### src/rtl/frame_timer_pkg.sv
package frame_timer_pkg;

  typedef enum logic [1:0] {
    REGION_60     = 2'b00,
    REGION_50     = 2'b01,
    REGION_50_ALT = 2'b10,
    REGION_60_B   = 2'b11
  } region_t;

  // Strobes from control to the counter datapath
  typedef struct packed {
    logic advance;
    logic lineEnd;
    logic frameEnd;
  } step_t;

endpackage

### src/rtl/frame_ctr.sv
module frame_ctr #(
  parameter int DOT_W  = 9,
  parameter int LINE_W = 9
) (
  input  logic                     clk,
  input  logic                     rst,
  input  frame_timer_pkg::step_t   step,
  output logic [DOT_W-1:0]         dot,
  output logic [LINE_W-1:0]        line
);

  always_ff @(posedge clk) begin
    if (rst) begin
      dot  <= '0;
      line <= '0;
    end else if (step.advance) begin
      if (step.frameEnd) begin
        dot  <= '0;
        line <= '0;
      end else if (step.lineEnd) begin
        dot  <= '0;
        line <= line + LINE_W'(1);
      end else begin
        dot  <= dot + DOT_W'(1);
      end
    end
  end

endmodule

### src/rtl/frame_ctrl.sv
module frame_ctrl
  import frame_timer_pkg::*;
#(
  parameter int DOTS_PER_LINE      = 341,
  parameter int PICTURE_LINES      = 240,
  parameter int POST_LINES_SHORT   = 1,
  parameter int POST_LINES_LONG    = 51,
  parameter int VBLANK_LINES_SHORT = 20,
  parameter int VBLANK_LINES_LONG  = 70,
  parameter int DOT_W              = 9,
  parameter int LINE_W             = 9
) (
  input  logic              clk,
  input  logic              rst,
  input  logic              dotEn,
  input  logic [1:0]        regionSel,
  input  logic              renderEn,
  input  logic [DOT_W-1:0]  dot,
  input  logic [LINE_W-1:0] line,
  output step_t             step,
  output logic              inPicture,
  output logic              inPostRender,
  output logic              inVblank,
  output logic              inPreRender,
  output logic              vblankIrq,
  output logic              vblankFlag,
  output logic              oddFrame
);

  localparam logic [DOT_W-1:0]  LAST_DOT = DOT_W'(DOTS_PER_LINE - 1);
  localparam logic [DOT_W-1:0]  SKIP_DOT = DOT_W'(DOTS_PER_LINE - 2);
  localparam logic [LINE_W-1:0] PIC_END  = LINE_W'(PICTURE_LINES);

  region_t           regionQ;
  logic              oddQ;
  logic              vblQ;
  logic [LINE_W-1:0] postLen;
  logic [LINE_W-1:0] vblLen;
  logic [LINE_W-1:0] vbStart;
  logic [LINE_W-1:0] preLine;
  logic              is60;
  logic              skipNow;
  logic              onVbStart;
  logic              onPreLine;

  // Per-region phase lengths
  always_comb begin
    unique case (regionQ)
      REGION_50: begin
        postLen = LINE_W'(POST_LINES_SHORT);
        vblLen  = LINE_W'(VBLANK_LINES_LONG);
      end
      REGION_50_ALT: begin
        postLen = LINE_W'(POST_LINES_LONG);
        vblLen  = LINE_W'(VBLANK_LINES_SHORT);
      end
      default: begin
        postLen = LINE_W'(POST_LINES_SHORT);
        vblLen  = LINE_W'(VBLANK_LINES_SHORT);
      end
    endcase
    is60    = (regionQ == REGION_60) || (regionQ == REGION_60_B);
    vbStart = PIC_END + postLen;
    preLine = vbStart + vblLen;
  end

  assign onVbStart = (line == vbStart);
  assign onPreLine = (line == preLine);

  // Step decision: the short pre-render line ends one dot early
  always_comb begin
    skipNow       = is60 && oddQ && renderEn && onPreLine;
    step.advance  = dotEn;
    step.lineEnd  = (dot == LAST_DOT) || (skipNow && dot == SKIP_DOT);
    step.frameEnd = step.lineEnd && onPreLine;
  end

  always_ff @(posedge clk) begin
    if (rst) begin
      regionQ <= region_t'(regionSel);
      oddQ    <= 1'b0;
      vblQ    <= 1'b0;
    end else if (dotEn) begin
      if (step.frameEnd) begin
        regionQ <= region_t'(regionSel);
        oddQ    <= ~oddQ;
      end
      if (onVbStart && dot == '0) begin
        vblQ <= 1'b1;
      end else if (onPreLine && dot == '0) begin
        vblQ <= 1'b0;
      end
    end
  end

  assign inPicture    = (line < PIC_END);
  assign inPostRender = (line >= PIC_END) && (line < vbStart);
  assign inVblank     = (line >= vbStart) && (line < preLine);
  assign inPreRender  = onPreLine;
  assign vblankIrq    = onVbStart && (dot == DOT_W'(1));
  assign vblankFlag   = vblQ;
  assign oddFrame     = oddQ;

endmodule

### src/rtl/frame_timer.sv
module frame_timer #(
  parameter int DOTS_PER_LINE      = 341,
  parameter int PICTURE_LINES      = 240,
  parameter int POST_LINES_SHORT   = 1,
  parameter int POST_LINES_LONG    = 51,
  parameter int VBLANK_LINES_SHORT = 20,
  parameter int VBLANK_LINES_LONG  = 70,
  localparam int SPAN_A    = POST_LINES_SHORT + VBLANK_LINES_LONG,
  localparam int SPAN_B    = POST_LINES_LONG + VBLANK_LINES_SHORT,
  localparam int MAX_LINES = PICTURE_LINES + ((SPAN_A > SPAN_B) ? SPAN_A : SPAN_B) + 1,
  localparam int DOT_W     = $clog2(DOTS_PER_LINE),
  localparam int LINE_W    = $clog2(MAX_LINES)
) (
  input  logic              clk,
  input  logic              rst,
  input  logic              dotEn,
  input  logic [1:0]        regionSel,
  input  logic              renderEn,
  output logic [DOT_W-1:0]  dot,
  output logic [LINE_W-1:0] line,
  output logic              inPicture,
  output logic              inPostRender,
  output logic              inVblank,
  output logic              inPreRender,
  output logic              vblankIrq,
  output logic              vblankFlag,
  output logic              oddFrame
);

  frame_timer_pkg::step_t step;

  frame_ctrl #(
    .DOTS_PER_LINE(DOTS_PER_LINE),
    .PICTURE_LINES(PICTURE_LINES),
    .POST_LINES_SHORT(POST_LINES_SHORT),
    .POST_LINES_LONG(POST_LINES_LONG),
    .VBLANK_LINES_SHORT(VBLANK_LINES_SHORT),
    .VBLANK_LINES_LONG(VBLANK_LINES_LONG),
    .DOT_W(DOT_W),
    .LINE_W(LINE_W)
  ) ctrl (
    .clk(clk), .rst(rst), .dotEn(dotEn), .regionSel(regionSel),
    .renderEn(renderEn), .dot(dot), .line(line), .step(step),
    .inPicture(inPicture), .inPostRender(inPostRender),
    .inVblank(inVblank), .inPreRender(inPreRender),
    .vblankIrq(vblankIrq), .vblankFlag(vblankFlag), .oddFrame(oddFrame)
  );

  frame_ctr #(
    .DOT_W(DOT_W),
    .LINE_W(LINE_W)
  ) ctr (
    .clk(clk), .rst(rst), .step(step), .dot(dot), .line(line)
  );

endmodule

### config.mk
export PLATFORM = sky130hd
export DESIGN_NAME = frame_timer
export DESIGN_NICKNAME = d
export VERILOG_FILES = /design/src/rtl/frame_timer_pkg.sv /design/src/rtl/frame_ctr.sv /design/src/rtl/frame_ctrl.sv /design/src/rtl/frame_timer.sv
export SDC_FILE = /design/constraint.sdc
export NUM_CORES = 1
export LEC_CHECK = 0
export ABC_AREA = 1
export BUFFER_PORTS_ARGS = -buffer_cell sky130_fd_sc_hd__buf_2
export CAP_MARGIN = 20
export CORE_ASPECT_RATIO = 0.9
export CORE_MARGIN = 4
export CORE_UTILIZATION = 58
export CTS_CLUSTER_SIZE = 16
export DETAILED_ROUTE_END_ITERATION = 10
export GPL_TIMING_DRIVEN = 0
export PLACE_DENSITY = 0.83
export RECOVER_POWER = 50
export SKIP_CTS_REPAIR_TIMING = 1
export SYNTH_ARGS = -nofsm -noshare
export SYNTH_HDL_FRONTEND = slang
export SYNTH_SLANG_ARGS = --single-unit
### constraint.sdc
create_clock -name clk -period 4.8 [get_ports clk]
set_clock_uncertainty 0.05 [all_clocks]
set_input_delay 0.96 -clock clk [delete_from_list [all_inputs] [get_ports clk]]
set_output_delay 0.96 -clock clk [all_outputs]
set_load 0.005 [all_outputs]
# --- Yosys cells after proc, flatten, opt, wreduce, memory -nomap -nowiden ---
# Index checks and enable logic that the tools add are counted.
totals:
  output_inout_bits: 25
  ff_bits: 22
classes:
  n_eq_ne: 8
  bitwise: 1
  n_mux: 11
  n_lt_le_gt_ge: 5
  addsub: 4
  n_reduce_logical: 22
ops:
  columns: ["cell", "count"]
  rows:
  - ["two-way mux 9 bit", 4]
  - ["adder 9 x 1 -> 9 bit (second input constant)", 2]
  - ["== test 9 bit", 2]
  - ["== test 9 bit (second input constant)", 2]
  - ["less-than comparator 9 bit", 2]
  - ["logical AND 1 bit", 10]
  - ["adder 8 x 6 -> 9 bit (first input constant)", 1]
  - ["adder 9 x 7 -> 9 bit", 1]
  - ["== test 9 x 1 -> 1 bit (second input constant)", 1]
  - ["greater-or-equal comparator 9 x 8 -> 1 bit (second input constant)", 1]
  - ["greater-or-equal comparator 9 bit", 1]
  - ["zero test 9 bit", 1]
  - ["less-than comparator 9 x 8 -> 1 bit (second input constant)", 1]
  - ["AND reduction 2 bit", 4]
  - ["nonzero test 2 bit", 4]
  - ["two-way mux 7 bit", 1]
  - ["two-way mux 2 bit", 3]
  - ["two-way mux 6 bit", 1]
  - ["== test 2 bit (second input constant)", 2]
  - ["== test 2 x 1 -> 1 bit (second input constant)", 1]
  - ["zero test 2 bit", 1]
  - ["logical OR 1 bit", 2]
  - ["two-way mux 1 bit", 2]
  - ["inverter 1 bit", 1]

# --- Logic depth before layout (Yosys ltp) ---
# Gate-level depths: netlist of the first run.
logic_depth:
  ltp_word: 12
  depth_mapped: 17
  depth_no_buf: 16

# --- Modules after synthesis ---
# From an unflattened synthesis of the first run, not the netlist that was laid out.
hier_totals:
  cells_unflattened: 250
  hier_area_um2: 1712.9
modules_own_cells:
  columns: ["module", "instances", "area_each_um2", "cells_each", "seq_area_each_um2"]
  rows:
  - ["frame_ctr", 1, 899.6, 127, 360.3]
  - ["frame_ctrl", 1, 813.3, 123, 100.1]

# --- Worst setup path before layout of the first run ---
# No wires, ideal clock.
synth_timing:
  path_type: "register -> output"
  start: "register ctrl.regionQ[0]"
  end: "output inVblank"
  n_path_buf: 1
  path_slack_ns: 2.152
  t_required_ns: 3.790
  t_arrival_ns: 1.638
  path_stages_with_launch: 12
  path_cell_list: "edfxtp_1 inv_1 ha_1 buf_4 inv_2 ha_1 nand2_1 nor3_1 nand3_1 nand3_1 o211ai_1 inv_1"
synth_between:
  elab_chain_len: 6
  word_cells_on_any_way: 9
  classes_between: "add/sub (2); order compare (2); eq/ne (2); mux (2); reduce/logical (1)"
synth_lines:
  columns: ["element", "line_no", "source"]
  rows:
  - ["start, declared", "frame_ctrl.sv:34", "region_t regionQ;"]
  - ["start signal, assigned", "frame_ctrl.sv:80", "regionQ <= region_t'(regionSel);"]
  - ["start signal, assigned", "frame_ctrl.sv:85", "regionQ <= region_t'(regionSel);"]
  - ["== test 2 bit", "frame_ctrl.sv:48", "unique case (regionQ)"]
  - ["two-way mux 6 bit", "frame_ctrl.sv:48", null]
  - ["adder 8 x 6 -> 9 bit", "frame_ctrl.sv:63", "vbStart = PIC_END + postLen;"]
  - ["adder 9 x 7 -> 9 bit", "frame_ctrl.sv:64", "preLine = vbStart + vblLen;"]
  - ["less-than comparator 9 bit", "frame_ctrl.sv:98", "assign inVblank = (line >= vbStart) && (line < preLine);"]
  - ["logical AND 1 bit (*)", "frame_ctrl.sv:98", null]
  - ["end, declared", "frame_timer.sv:23", "output logic inVblank,"]
# Mark *: on every way between the ends. The rest lies on a longest branch, timed or not.

# --- Worst setup path in the final report of the first run ---
# Ends and elaborated chain as after synthesis.

==> metrics.md, run 1 <==
| Metric | Value |
|---|---|
| Run status | complete, no violations |
| Post-route fraction of the period consumed by the critical path | 71.26% |
| IR drop worst, VDD | 0.0001747 V |
| Max-cap violations | 0 |
| Clock insertion delay at the later pin of the skew report | 0.32 ns |
| Hpwl dp | 3086 um |
| Crit path buf inv count | 5 |
| Htree depth | 1 |
| Number of failing hold endpoints at the final stage | 0 |
| Hold Path Stages | 2 |
| Via count normalized by instance count | 5.406 |
| Starting density of the core | 63.28% |
| Antenna diode count | 0 |
| Aggregate routed wire length | 3900 um |
| CTS tree | done |
| Std-Cell Rows | 17 |
| Number of max-slew violations in the final report | 0 |
| Pwr per Cell Area | 198.2 nW/um2 |
| Number of enable-type register cells in the synthesized netlist | 2 |
| Count of nets left with antenna violations after detail routing | 0 |
| FFs w/ async S/R, synth | 0% |
| DR iter-0 viols | 175 |
| Classification of the worst setup path | register to output pin |
| CTS Root Cell | sky130_fd_sc_hd__clkbuf_4 |
| Crit-path max cell delay | 0.42 ns |
| Clock Path Buffers | 2 |
| Routability Congestion | 0.8973 |
| WP data arrival | 2.41 ns |
| Num ports | 31 |
| Number of design rule violations left after detail routing | 0 |
| Final-stage net count | 293 |
| Series of cell instances along the critical path | inv_1, ha_1, buf_4, inv_2, ha_1, nand3_1, nor2_1, nand3_1, nand3_1, o211ai_1, inv_1, buf_2 |
| Die height | 58.07 um |
| Slew margin rel. | 72.68% |
| Share of cells above drive strength 1 | 17.41% |
| Worst Reg-to-Reg Cells | 12 |
| Setup repair after global routing missed its margin | no |
| Area overhead of the layout relative to synthesis | 13.79% |
| Shortest period the worst path allows | 3.420 ns |
| Post-synthesis area per instance | 6.844 um2 |
| Final-report setup violation count | 0 |
| Kind of start point of the critical path | register |
| Number of detailed-routing iterations run before antenna repair | 4 |
| Slowest-stage cell, CP | sky130_fd_sc_hd__edfxtp_1 |
| X dimension of the die | 63.63 um |
| Slew at the pin with the worst max-slew slack | 0.4061 ns |
| Clock net sink count | 22 |
| Most used cell, CP | sky130_fd_sc_hd__nand3_1 |
| Critical path required time | 3.79 ns |
| Most used flip-flop cell after synthesis | sky130_fd_sc_hd__dfxtp_1 |
| Number of antenna violations at the first check in global routing | 0 |
| Switching share of power | 26.42% |
| Share of the yosys chip area belonging to registers | 28.51% |
| Combinational group share of total power | 12.5% |
| GRT Residual Overflow | 0 |
| Post-synthesis instance area | 1615 um2 |
| Number of port buffers | 30 |
| Clock network power share | 35.1% |
| Sum of negative setup slack | 0 ns |
| P_int | 0.2680 mW |
| Per-cell routed wire length | 13.09 um |
| Number of warnings issued by yosys | 0 |
| Total global routing track utilization | 21.82% |
| Total leakage power | 0.9162 nW |
| Highest Clock Rate | 292.4 MHz |
| Number of global-route vias before repair | 1434 |
| Share of the core filled with cells in the final layout | 72.01% |
| Switch Pwr | 0.09621 mW |
| Clock buffers created by TritonCTS | 3 |
| Largest fanout on the critical path | 7 |
| Worst path top cell family by delay | simple AND/OR/NAND/NOR gates |
| Pin count of the biggest net entering global routing | 14 |
| Vias | 1611 |
| Post-synthesis net count | 258 |
| Path type of the worst min-delay path | register to register |
| Library cells used by synthesis | 29 |
| Core area | 2552 um2 |
| Synth Register Bits | 22 |
| WP depth | 12 |
| Post-Route Hold Slack | 0.4406 ns |
| Total Die Area | 3694 um2 |
| Post-synthesis instance total | 236 |
| Clock transition at the registers of the reported paths | 0.14 ns |
| Capturing element type of the critical path | output pin |
| Part of the total power dissipated in sequential elements | 52.4% |
| Wire length of the first global-routing pass | 6423 um |
==> logic make-up (layout without fill, tap and decap cells) <==
| family | Yosys count | count (layout) | share of synthesized area (%) |
|---|---|---|---|
| simple gates | 126 | 126 | 36.41 |
| buf+inv | 46 | 80 | 12.01 |
| flops | 22 | 22 | 28.50 |
| compound gates | 20 | 20 | 7.437 |
| fa+ha+maj | 16 | 16 | 12.39 |
| xor+xnor | 6 | 6 | 3.253 |
==> final timing paths <==
kind / startpoint / slack (ns) / to
worst max-delay path: ctrl.regionQ[0] / 1.38 / inVblank
worst min-delay path: ctrl.vblankFlag / 0.44 / ctrl.vblankFlag
worst max register to register: ctrl.regionQ[1] / 2.31 / ctr.line[4]
worst min register to register: ctrl.vblankFlag / 0.44 / ctrl.vblankFlag
==> sequential cells by signal (all words and copies together) (netlist names) <==
| register | count |
|---|---|
| ctr.dot | 9 |
| ctr.line | 9 |
| ctrl.regionQ | 2 |
| ctrl.oddFrame | 1 |
| ctrl.vblankFlag | 1 |
==> Yosys cell counts, types with 4 or more instances <==
| master | instances | area [um2] |
|---|---|---|
| sky130_fd_sc_hd__nor2_1 | 28 | 105.1 |
| sky130_fd_sc_hd__nand2_2 | 4 | 25.02 |
| sky130_fd_sc_hd__nand2_1 | 47 | 176.4 |
| sky130_fd_sc_hd__dfxtp_1 | 20 | 400.4 |
| sky130_fd_sc_hd__a21oi_1 | 10 | 50.05 |
| sky130_fd_sc_hd__nor3_1 | 9 | 45.04 |
| sky130_fd_sc_hd__ha_1 | 16 | 200.2 |
| sky130_fd_sc_hd__nand4_1 | 12 | 75.07 |
| sky130_fd_sc_hd__xor2_1 | 5 | 43.79 |
| sky130_fd_sc_hd__inv_1 | 38 | 142.6 |
| sky130_fd_sc_hd__nand3_1 | 15 | 75.07 |
| sky130_fd_sc_hd__nand3b_1 | 4 | 30.03 |
==> power by group through the flow <==
stage | combinational, mW | clock (mW) | sequential, mW
after floorplan | 0.0321 | 0 | 0.195
after global placement | 0.0441 | 0 | 0.195
after detailed placement | 0.0450 | 0 | 0.195
after CTS | 0.0453 | 0.130 | 0.191
after global routing | 0.0521 | 0.137 | 0.192
final | 0.0455 | 0.128 | 0.191
==> per-stage QoR <==
| step | instances | total power, mW | instance area [um2] | setup WS, ns |
|---|---|---|---|---|
| 6_report | 298 | 0.3642 | 1838 | 1.380 |
| 5_1_grt | 298 | 0.3806 | 1838 | 1.172 |
| 4_1_cts | 298 | 0.3660 | 1848 | 1.403 |
| 3_5_place_dp | 294 | 0.2399 | 1800 | 1.779 |
| 3_3_place_gp | 294 | 0.2389 | 1800 | 1.839 |
| 2_1_floorplan | 236 | 0.2268 | 1615 | 2.152 |
==> routing by layer <==
metal,GRT usage [%],vias to the layer above,share of wire (%)
li1,-,830,-
met1,32.12,716,48
met2,33.48,59,42
met3,4.264,6,8.3
met4,3.385,0,1.3
met5,0,-,0
==> cell usage in the layout, fill, tap and decap left out, drive strengths merged, types with 2 or more instances in the layout <==
master	netlist	final
inv	41	41
nand2	51	51
nand3b	4	4
ha	16	16
nand3	18	18
edfxtp	2	2
xor2	5	5
nor4	2	2
a21oi	10	10
nand4	12	12
nor3	9	9
dfxtp	20	20
buf	5	27
o21ai	6	6
clkbuf	0	12
nor2	29	29
==> worst reg2reg max path: stages, from the launching register on <==
cell and delay, ns:
sky130_fd_sc_hd__edfxtp_1 0.45, sky130_fd_sc_hd__ha_1 0.39, sky130_fd_sc_hd__ha_1 0.35, sky130_fd_sc_hd__nand2_1 0.06
sky130_fd_sc_hd__inv_1 0.06, sky130_fd_sc_hd__nand2_1 0.05, sky130_fd_sc_hd__nor2_1 0.17, sky130_fd_sc_hd__and2_2 0.22
sky130_fd_sc_hd__nand4_1 0.17, sky130_fd_sc_hd__nand2_2 0.23, sky130_fd_sc_hd__inv_2 0.09, sky130_fd_sc_hd__nand2_1 0.07
sky130_fd_sc_hd__nor2_1 0.04
==> cell type report <==
class	count	area [um2]
fill	241	714.4
buffer	5	40.04
sequential	22	460.4
clock buffer	4	47.55
multi-input combinational	168	960.9
timing repair buffer	30	140.1
inverter	41	153.9
tap	28	35.03
No activity file was read; power rests on OpenSTA's default activity.
==> run 2: changes to the inputs <==
--- a/config.mk
+++ b/config.mk
@@ -5,16 +5,16 @@
 export SDC_FILE = /design/constraint.sdc
 export NUM_CORES = 1
 export LEC_CHECK = 0
-export ABC_AREA = 1
+export ABC_AREA = 0
 export BUFFER_PORTS_ARGS = -buffer_cell sky130_fd_sc_hd__buf_2
 export CAP_MARGIN = 20
 export CORE_ASPECT_RATIO = 0.9
 export CORE_MARGIN = 4
-export CORE_UTILIZATION = 58
+export CORE_UTILIZATION = 55
 export CTS_CLUSTER_SIZE = 16
 export DETAILED_ROUTE_END_ITERATION = 10
 export GPL_TIMING_DRIVEN = 0
-export PLACE_DENSITY = 0.83
+export PLACE_DENSITY = 0.79
 export RECOVER_POWER = 50
 export SKIP_CTS_REPAIR_TIMING = 1
 export SYNTH_ARGS = -nofsm -noshare
==> constraint.sdc (replaced) <==
create_clock -name clk -period 3.35 [get_ports clk]
set_clock_uncertainty 0.05 [all_clocks]
set_input_delay 0.67 -clock clk [delete_from_list [all_inputs] [get_ports clk]]
set_output_delay 0.67 -clock clk [all_outputs]
set_load 0.005 [all_outputs]
==> metrics.md, run 2 <==
| Metric | Value |
|---|---|
| Path type of the worst min-delay path | register to register (unchanged) |
| Via count normalized by instance count | 6.272 (was 5.406) |
| Share of cells above drive strength 1 | 23.98% (was 17.41%) |
| Area overhead of the layout relative to synthesis | 17.83% (was 13.79%) |
| Count of nets left with antenna violations after detail routing | 0 (unchanged) |
| Slowest-stage cell, CP | sky130_fd_sc_hd__edfxtp_1 (unchanged) |
| Reg-to-reg endpoint | ctrl.regionQ[1] (was ctr.line[4]) |
| Clock transition at the registers of the reported paths | 0.12 ns (was 0.14 ns) |
| Post-Route Hold Slack | 0.4150 ns (was 0.4406 ns) |
| Number of global-route vias before repair | 1522 (was 1434) |
| Post-route fraction of the period consumed by the critical path | 96.35% |
| Shortest period the worst path allows | 3.228 ns |
| Reg-to-reg slack, setup | 0.50 ns (was 2.31 ns) |
| Post-synthesis area per instance | 8.678 um2 (was 6.844 um2) |
| Vias | 1637 (was 1611) |
| Pwr per Cell Area | 250.0 nW/um2 (was 198.2 nW/um2) |
| Htree depth | 1 (unchanged) |
| Largest fanout on the critical path | 10 (was 7) |
| Final-report setup violation count | 0 (unchanged) |
| Startpoint of the worst-slack reg-to-reg timing path | ctrl.regionQ[1] (unchanged) |
| Hpwl dp | 3238 um (was 3086 um) |
| CP startpoint | ctrl.regionQ[0] (unchanged) |
| WP data arrival | 2.51 ns (was 2.41 ns) |
| Total leakage power | 0.7691 nW (was 0.9162 nW) |
| Most used flip-flop cell after synthesis | sky130_fd_sc_hd__dfxtp_1 (unchanged) |
| Highest Clock Rate | 309.8 MHz |
| Worst path top cell family by delay | compound AO/OA/AOI/OAI gates (was simple AND/OR/NAND/NOR gates) |
| Number of detailed-routing iterations run before antenna repair | 4 (unchanged) |
| Post-synth top area share | 24.81% (was 24.79%) |
| Clock buffers created by TritonCTS | 3 (unchanged) |
| Worst Reg-to-Reg Cells | 8 (was 12) |
| Max-cap violations | 0 (unchanged) |
| WP depth | 11 (was 12) |
| Synth Register Bits | 22 (unchanged) |
| Commonest non-fill, non-tap cell in the layout | sky130_fd_sc_hd__buf_2 (was sky130_fd_sc_hd__nand2_1) |
| CTS Root Cell | sky130_fd_sc_hd__clkbuf_4 (unchanged) |
| Top area cells in the synthesized netlist | sky130_fd_sc_hd__dfxtp_1 25%, sky130_fd_sc_hd__ha_1 12%, sky130_fd_sc_hd__nand4_1 5.4% (was sky130_fd_sc_hd__dfxtp_1 25%, sky130_fd_sc_hd__ha_1 12%, sky130_fd_sc_hd__nand2_1 11%) |
| Commonest cells after routing, fill and taps aside | 23 x sky130_fd_sc_hd__buf_2, 20 x sky130_fd_sc_hd__dfxtp_1, 15 x sky130_fd_sc_hd__clkbuf_1 (was 47 x sky130_fd_sc_hd__nand2_1, 38 x sky130_fd_sc_hd__inv_1, 28 x sky130_fd_sc_hd__nor2_1) |
| Crit path buf inv count | 4 (was 5) |
| Number of port buffers | 30 (unchanged) |
| Clock Path Buffers | 2 (unchanged) |
| Series of cell instances along the critical path | inv_2, ha_4, buf_6, inv_2, ha_4, a2111oi_4, o31ai_2, a32oi_1, o21ai_1, a211oi_1, buf_2 (was inv_1, ha_1, buf_4, inv_2, ha_1, nand3_1, nor2_1, nand3_1, nand3_1, o211ai_1, inv_1, buf_2) |
| Clock net sink count | 22 (unchanged) |
| Slew at the pin with the worst max-slew slack | 0.5789 ns (was 0.4061 ns) |
| Die height | 59.39 um (was 58.07 um) |
| Leading cell types by count after synthesis | 20 x sky130_fd_sc_hd__dfxtp_1, 16 x sky130_fd_sc_hd__ha_1, 14 x sky130_fd_sc_hd__nand4_1 (was 47 x sky130_fd_sc_hd__nand2_1, 38 x sky130_fd_sc_hd__inv_1, 28 x sky130_fd_sc_hd__nor2_1) |
| Kind of start point of the critical path | register (unchanged) |
| IR drop worst, VDD | 0.0002578 V (was 0.0001747 V) |
| Total global routing track utilization | 23.79% (was 21.82%) |
| Starting density of the core | 58.27% (was 63.28%) |
| DR iter-0 viols | 144 (was 175) |
| Post-synthesis instance area | 1614 um2 (was 1615 um2) |
| Post-synthesis net count | 208 (was 258) |
| Core area | 2770 um2 (was 2552 um2) |
| Run status | complete, no violations (unchanged) |
| Antenna diode count | 0 (unchanged) |
| Clock insertion delay at the later pin of the skew report | 0.31 ns (was 0.32 ns) |
| Most numerous cell in the Yosys netlist | sky130_fd_sc_hd__dfxtp_1 (was sky130_fd_sc_hd__nand2_1) |
| Classification of the worst setup path | register to output pin (unchanged) |
| Critical path required time | 2.63 ns (was 3.79 ns) |
| Largest area contributor in the netlist | sky130_fd_sc_hd__dfxtp_1 (unchanged) |
| FFs w/ async S/R, synth | 0% (unchanged) |
| Share of the yosys chip area belonging to registers | 28.53% (was 28.51%) |
| Share of the core filled with cells in the final layout | 68.65% (was 72.01%) |
| Capturing element type of the critical path | output pin (unchanged) |
| Number of design rule violations left after detail routing | 0 (unchanged) |
| Number of antenna violations at the first check in global routing | 0 (unchanged) |
| Per-cell routed wire length | 16.59 um (was 13.09 um) |
| Number of enable-type register cells in the synthesized netlist | 2 (unchanged) |
| Slew margin rel. | 61.20% (was 72.68%) |
| X dimension of the die | 65.10 um (was 63.63 um) |
| Std-Cell Rows | 18 (was 17) |
| Sum of negative setup slack | 0 ns (unchanged) |
| Aggregate routed wire length | 4329 um (was 3900 um) |
| Pin count of the biggest net entering global routing | 13 (was 14) |
| Total Die Area | 3866 um2 (was 3694 um2) |
| Number of failing hold endpoints at the final stage | 0 (unchanged) |
| GRT Residual Overflow | 0 (unchanged) |
| Num ports | 31 (unchanged) |
| CTS tree | done (unchanged) |
| Crit-path max cell delay | 0.43 ns (was 0.42 ns) |
| Routability Congestion | 0.8628 (was 0.8973) |
| Fill count | 229 (was 241) |
| Number of max-slew violations in the final report | 0 (unchanged) |
| Library cells used by synthesis | 48 (was 29) |
| Destination of the critical timing path | inPostRender (was inVblank) |
| Final-stage net count | 244 (was 293) |
| Wire length of the first global-routing pass | 7231 um (was 6423 um) |
| Number of warnings issued by yosys | 0 (unchanged) |
| Post-synthesis instance total | 186 (was 236) |
| Top flop regs | ctr.dot: 9 flops, ctr.line: 9 flops, ctrl.regionQ: 2 flops (unchanged) |
==> run 2: cells by family (layout without fill, tap and decap cells) <==
kind of cell	after synthesis	after routing	synth area share (%)
flip-flops	22	22	28.53
AND/OR/NAND/NOR	73	73	27.05
multiplexers	4	4	2.558
XOR/XNOR	9	9	5.891
adder cells (fa/ha/maj)	16	16	12.40
AO/OA/AOI/OAI	38	38	16.59
buffers and inverters	24	59	6.976
==> run 2: final cells by class <==
class | instances | area (um2) | share of cell area (%)
buffer | 13 | 78.83 | 4.145
clock buffer | 3 | 22.52 | 1.184
clock inverter | 1 | 3.754 | 0.1974
inverter | 11 | 41.29 | 2.171
multi-input combinational | 140 | 1096 | 57.63
sequential | 22 | 460.4 | 24.21
tap | 40 | 50.05 | 2.632
timing repair buffer | 31 | 148.9 | 7.829
==> run 2: worst min-delay path by stage <==
stage | start | end | cells past startpoint
CTS | ctrl.vblankFlag | ctrl.vblankFlag | 2
global route | ctrl.vblankFlag | ctrl.vblankFlag | 2
floorplan | ctrl.vblankFlag | ctrl.vblankFlag | 2
global placement | ctrl.vblankFlag | ctrl.vblankFlag | 2
finish | ctrl.vblankFlag | ctrl.vblankFlag | 2
detailed placement | ctrl.vblankFlag | ctrl.vblankFlag | 2
==> run 2: report_power, final <==
part | switching, mW | internal (mW)
Combinational | 0.0418 | 0.0326
Clock | 0.0803 | 0.0435
Sequential | 0.00722 | 0.270
Total | 0.129 | 0.346
==> run 2: through the flow <==
step / instance area, um2 / power (mW) / std cells / setup slack (ns)
after global routing: 1902 / 0.4940 / 261 / -0.02347
after CTS: 1841 / 0.4656 / 260 / -0.5810
after floorplan: 1614 / 0.3264 / 186 / 0.2663
after detailed placement: 1814 / 0.3481 / 256 / -0.2151
after global placement: 1814 / 0.3436 / 256 / -0.1039
final: 1902 / 0.4755 / 261 / 0.1222
==> run 2: routing by layer <==
metal  up-vias  wire length, um  GRT usage, %
met5         -                0             0
met4         0               81         7.101
met3        10              309         4.744
met2        73             2033         39.80
met1       783             1905         31.27
li1        771                -             -
==> run 2: tightest hold or removal path, cell delays in order, from the launching register on <==
cell and delay [ns]:
sky130_fd_sc_hd__dfxtp_1 0.33, sky130_fd_sc_hd__nand2_1 0.05, sky130_fd_sc_hd__a21oi_1 0.05
